File: src/rtl/vcl_pkg.sv
package vcl_pkg;
  typedef enum logic [1:0] {
    CR_HOLD = 2'd0,
    CR_DEC  = 2'd1,
    CR_INC  = 2'd2
  } cr_op_e;
endpackage

File: src/rtl/lane_pick.sv
module lane_pick #(
  parameter int NL = 4,
  parameter int LW = 2
) (
  input  logic [NL-1:0] idle,
  output logic          any,
  output logic [LW-1:0] idx
);
  always_comb begin
    idx = '0;
    for (int i = NL - 1; i >= 0; i--) begin
      if (idle[i]) idx = LW'(i);
    end
    any = |idle;
  end
endmodule

File: src/rtl/lane_credit.sv
module lane_credit
  import vcl_pkg::*;
#(
  parameter int DEPTH = 4,
  parameter int CW    = 3
) (
  input  logic          clk,
  input  logic          rst,
  input  cr_op_e        op,
  output logic [CW-1:0] cnt
);
  always_ff @(posedge clk) begin
    if (rst) begin
      cnt <= CW'(DEPTH);
    end else begin
      case (op)
        CR_DEC:  if (cnt != '0) cnt <= cnt - 1'b1;
        CR_INC:  if (cnt != CW'(DEPTH)) cnt <= cnt + 1'b1;
        default: cnt <= cnt;
      endcase
    end
  end

  // the count stays within the receive buffer depth
  a_r5_cap: assert property (@(posedge clk) disable iff (rst)
    cnt <= CW'(DEPTH));
  // a decrement with credit left lowers the count by one
  a_r4_dec: assert property (@(posedge clk) disable iff (rst)
    (op == CR_DEC && cnt != '0) |=> cnt == CW'($past(cnt) - 1'b1));
  // an empty counter does not wrap
  a_r7_floor: assert property (@(posedge clk) disable iff (rst)
    (op == CR_DEC && cnt == '0) |=> cnt == '0);
endmodule

File: src/rtl/tx_lane_alloc.sv
module tx_lane_alloc
  import vcl_pkg::*;
#(
  parameter int NUM_LANES  = 4,
  parameter int TOTAL_BUFS = 16,
  parameter int PRIO_W     = 0,
  localparam int DEPTH = TOTAL_BUFS / NUM_LANES,
  localparam int CW    = $clog2(DEPTH + 1),
  localparam int LW    = $clog2(NUM_LANES),
  localparam int PW    = (PRIO_W > 0) ? PRIO_W : 1
) (
  input  logic                    clk,
  input  logic                    rst,
  input  logic                    alloc_req,
  input  logic [PW-1:0]           alloc_prio,
  output logic                    alloc_gnt,
  output logic [LW-1:0]           alloc_lane,
  input  logic                    send_vld,
  input  logic [LW-1:0]           send_lane,
  input  logic                    send_last,
  input  logic                    crd_vld,
  input  logic [LW-1:0]           crd_lane,
  output logic                    send_err,
  output logic [NUM_LANES-1:0]    lane_idle,
  output logic [NUM_LANES*CW-1:0] lane_credits,
  output logic [NUM_LANES*PW-1:0] lane_prio
);
  logic [NUM_LANES-1:0] idle_q;
  logic                 pick_any;
  logic [LW-1:0]        pick_idx;
  logic [CW-1:0]        cred [NUM_LANES];
  logic                 take;

  lane_pick #(.NL(NUM_LANES), .LW(LW)) u_pick (
    .idle (idle_q),
    .any  (pick_any),
    .idx  (pick_idx)
  );

  assign take = alloc_req && pick_any;

  for (genvar g = 0; g < NUM_LANES; g++) begin : g_lane
    logic   dec, inc;
    cr_op_e op;
    assign dec = send_vld && (send_lane == LW'(g));
    assign inc = crd_vld && (crd_lane == LW'(g));
    assign op  = (dec && !inc) ? CR_DEC : ((inc && !dec) ? CR_INC : CR_HOLD);

    lane_credit #(.DEPTH(DEPTH), .CW(CW)) u_cred (
      .clk (clk),
      .rst (rst),
      .op  (op),
      .cnt (cred[g])
    );
    assign lane_credits[g*CW +: CW] = cred[g];

    if (PRIO_W > 0) begin : g_prio
      logic [PW-1:0] prio_q;
      always_ff @(posedge clk) begin
        if (rst) prio_q <= '0;
        else if (take && pick_idx == LW'(g)) prio_q <= alloc_prio;
      end
      assign lane_prio[g*PW +: PW] = prio_q;
    end else begin : g_noprio
      assign lane_prio[g*PW +: PW] = '0;
    end
  end

  if (PRIO_W == 0) begin : g_unused
    logic unused_prio;
    assign unused_prio = ^alloc_prio;
  end

  always_ff @(posedge clk) begin
    if (rst) begin
      idle_q     <= '1;
      alloc_gnt  <= 1'b0;
      alloc_lane <= '0;
      send_err   <= 1'b0;
    end else begin
      alloc_gnt <= 1'b0;
      send_err  <= send_vld && (cred[send_lane] == '0);
      if (send_vld && send_last && !idle_q[send_lane])
        idle_q[send_lane] <= 1'b1;
      if (take) begin
        idle_q[pick_idx] <= 1'b0;
        alloc_gnt        <= 1'b1;
        alloc_lane       <= pick_idx;
      end
    end
  end

  assign lane_idle = idle_q;

  // a granted lane is recorded as held
  a_r2_held: assert property (@(posedge clk) disable iff (rst)
    alloc_gnt |-> !idle_q[alloc_lane]);
  // lane 0 idle means lane 0 is the one granted
  a_r2_lowest: assert property (@(posedge clk) disable iff (rst)
    (alloc_req && idle_q[0]) |=> (alloc_gnt && alloc_lane == '0));
  // nothing is granted while every lane is held
  a_r3_stall: assert property (@(posedge clk) disable iff (rst)
    (alloc_req && idle_q == '0) |=> !alloc_gnt);
  // the last flit frees its lane
  a_r8_release: assert property (@(posedge clk) disable iff (rst)
    (send_vld && send_last && !idle_q[send_lane]) |=> idle_q[$past(send_lane)]);
endmodule

File: config.mk
export PLATFORM = sky130hd
export DESIGN_NAME = tx_lane_alloc
export DESIGN_NICKNAME = d
export VERILOG_FILES = /design/src/rtl/vcl_pkg.sv /design/src/rtl/lane_pick.sv /design/src/rtl/lane_credit.sv /design/src/rtl/tx_lane_alloc.sv
export SDC_FILE = /design/constraint.sdc
export NUM_CORES = 1
export LEC_CHECK = 0
export ABC_CLOCK_PERIOD_IN_PS = 1690
export BUFFER_PORTS_ARGS = -buffer_cell sky130_fd_sc_hd__buf_2
export CORE_ASPECT_RATIO = 1.5
export CORE_UTILIZATION = 49
export CTS_BUF_LIST = sky130_fd_sc_hd__clkbuf_4 sky130_fd_sc_hd__clkbuf_8
export DETAILED_ROUTE_END_ITERATION = 8
export PLACE_DENSITY_LB_ADDON = 0.08
export SYNTH_ARGS = -nofsm -noshare
export SYNTH_HDL_FRONTEND = slang
export SYNTH_SLANG_ARGS = --single-unit
File: constraint.sdc
create_clock -name clk -period 1.69 [get_ports clk]
set_input_delay 0.2535 -clock clk [delete_from_list [all_inputs] [get_ports clk]]
set_output_delay 0.2535 -clock clk [all_outputs]
set_load 0.05 [all_outputs]
==> metrics.txt <==
fraction of the mapped netlist area in simple logic gates=0.222; vias per inst=5.58; CP Capture Type=flip-flop; share of synthesized registers carrying an async set or reset=0; pwr dens=865 mW/mm^2; FILL cells=224; Remaining Overflow, GRT=0; Placed Cells incl. Taps=236; Starting Density=0.532; skew final=7.85 ps; #FFs+latches synth=20; Leak Pwr=0.723 nW; RSZ-0062 raised after global routing=no; worst reg-to-reg path cell count=6; WHS=222 ps; total CTS buffers=3; Ports=35; antenna violations before repair=0; largest family of logic cells by synthesized area=compound AO/OA/AOI/OAI gates; hold endpoint=lane_idle[0]$_SDFF_PP1_; Distinct cells, synth=46; most common library cells after synthesis=dfxtp_1, nor2_1, nand2_1, xnor2_1, inv_1; most numerous cell in the Yosys netlist=dfxtp_1; Final WS setup=103 ps; post-layout util=0.685; share of layout cells above drive strength 1=0.358; status=finished clean; max cap viols=0; hold_buf cts=0; Post-synth EDFFs=0; xor/xnor share of the synthesized area=0.105; area of the core=0.00250 mm^2; Final #Nets=220; Hold Vio Cnt, Final=0; PortBufs=29; GP Congestion=0.726; CTS tree=done; Pre-antenna DRT Iters=5; synthesis-to-layout area growth=28.7%; diode count=0; hold crit path type=in -> reg; post-synthesis compound-gate area fraction=0.222; Top FF cell, synth=dfxtp_1; root buffer cell=clkbuf_4; Synth area leader=dfxtp_1; vias in the first global route=1273; Yosys top cell area share=0.300; final cycle utilization of the critical path=0.939; hold depth=3; mux share of post-synthesis cell area=0.0385; Clock transition at path regs=120 ps; initial drt markers=24; Max Fclk=630 MHz; # DRC=0; hold path start=send_last; Worst Setup Path Type=reg -> reg; Mapped Cells=159; yosys warns=0; DR WL/cell=12.8 um; Die Area=0.00294 mm^2; r2r startpoint=g_lane[2].u_cred.cnt[1]$_SDFFE_PP0P_; RR Endpoint=g_lane[2].u_cred.cnt[2]$_SDFFE_PP1P_; Setup Buffers After CTS=0; Antenna Violating Nets Remaining=0; top post-synthesis cells by area=dfxtp_1, xnor2_1, nor2_1; Layout Cells excl Fill=240; DP Worst Slack=-143 ps; largest net degree at the start of global routing=17; Synth Area in Adders=0.0376; Die Span Y=65.9 um; worst path required time=1890 ps; Mapped Area=0.00133 mm^2; global-route wire length before repair=5390 um; Fin Setup TNS=0 ps; All-Layer GR Usage=0.241; peak supply drop=520 uV; H-Tree Depth=1; final wirelength=3070 um; data arrival time of the critical path=1790 ps; Max Slew Vio Count=0; Synth Area per Inst=8.38 um^2; sequential area share after synthesis=0.300; multi-input logic area=881 um^2; Die Wd=44.6 um; Setup-failing EPs final=0; CP max FO=7; storage element area=404 um^2; hpwl dp=2360 um; Period minus WS final=1590 ps; vias post-DR=1338; Clock Sink Count=20; Rows=22; worst-case clock buffer depth=2; later-pin clock latency in the skew report=310 ps; Worst Setup Start Kind=flip-flop; # resized after CTS=0; flop2flop setup slack=100 ps
critical path, stage by stage (launching register included):
cell and delay [ps]:
dfxtp_2 400, inv_1 100, xnor2_2 140, ha_2 210, nand2_1 70, mux2_4 280
a221o_1 290
cell usage in the layout (no fill, tap or decap), drive strengths merged, types with 3 or more instances in the layout:
cell,netlist,routed
buf,6,50
dfxtp,20,20
nor2,18,18
xnor2,11,11
nand2,11,11
inv,8,8
nor3,6,6
o21ai,6,6
xor2,5,5
mux2i,4,4
a21oi,4,4
conb,1,4
or3b,4,4
ha,4,4
nand3b,3,3
a211oi,3,3
o311ai,3,3
clkbuf,6,3
nor3b,3,3
kinds of logic (layout without fill, tap and decap cells):
kind of cell    count (synthesis)  count (layout)
compound gates                 38              38
xor+xnor                       16              16
fa+ha+maj                       4               4
buf+inv                        20              62
flops                          20              20
mux                             5               5
other cells                     1               4
simple gates                   55              55
how the worst max path moves through the flow:
stage | slack (ps) | startpoint | to | cells past startpoint
floorplan | -30 | crd_lane[0] | g_lane[2].u_cred.cnt[2]$_SDFFE_PP1P_ | 8
global placement | -100 | crd_lane[0] | g_lane[2].u_cred.cnt[2]$_SDFFE_PP1P_ | 8
detailed placement | -140 | crd_lane[0] | g_lane[2].u_cred.cnt[2]$_SDFFE_PP1P_ | 8
CTS | 100 | g_lane[2].u_cred.cnt[1]$_SDFFE_PP0P_ | g_lane[2].u_cred.cnt[2]$_SDFFE_PP1P_ | 6
global route | 30 | g_lane[2].u_cred.cnt[1]$_SDFFE_PP0P_ | g_lane[2].u_cred.cnt[2]$_SDFFE_PP1P_ | 6
finish | 100 | g_lane[2].u_cred.cnt[1]$_SDFFE_PP0P_ | g_lane[2].u_cred.cnt[2]$_SDFFE_PP1P_ | 6
where the power goes:
part | internal, W | switching (W) | total, W
Combinational | 0.000191 | 0.000314 | 0.000504
Sequential | 0.000512 | 0.0000701 | 0.000582
Clock | 0.000240 | 0.000158 | 0.000398
cell type report:
type	count	share of cell area
timing repair buffer	50	0.177
sequential	20	0.236
multi-input combinational	122	0.513
clock buffer	3	0.0131
clock inverter	1	0.0175
inverter	8	0.0175
tap	36	0.0263
per-stage QoR:
step           total power (W)  area, um^2
2_1_floorplan         0.000973        1390
3_3_place_gp           0.00107        1660
6_report               0.00148        1720
5_1_grt                0.00156        1720
4_1_cts                0.00150        1720
3_5_place_dp           0.00110        1660
state kept, by name, summed over array words and instances (netlist names):
| register | flops |
|---|---|
| lane_idle | 4 |
| send_err | 1 |
| alloc_gnt | 1 |
| g_lane.u_cred.cnt | 12 |
| alloc_lane | 2 |
per-layer routing:
metal  track usage  part of all wire
met1         0.264              0.43
met2         0.461              0.53
met3        0.0246             0.031
met4        0.0795             0.012
met5             0                 0
(Power assumes the default switching activity.)
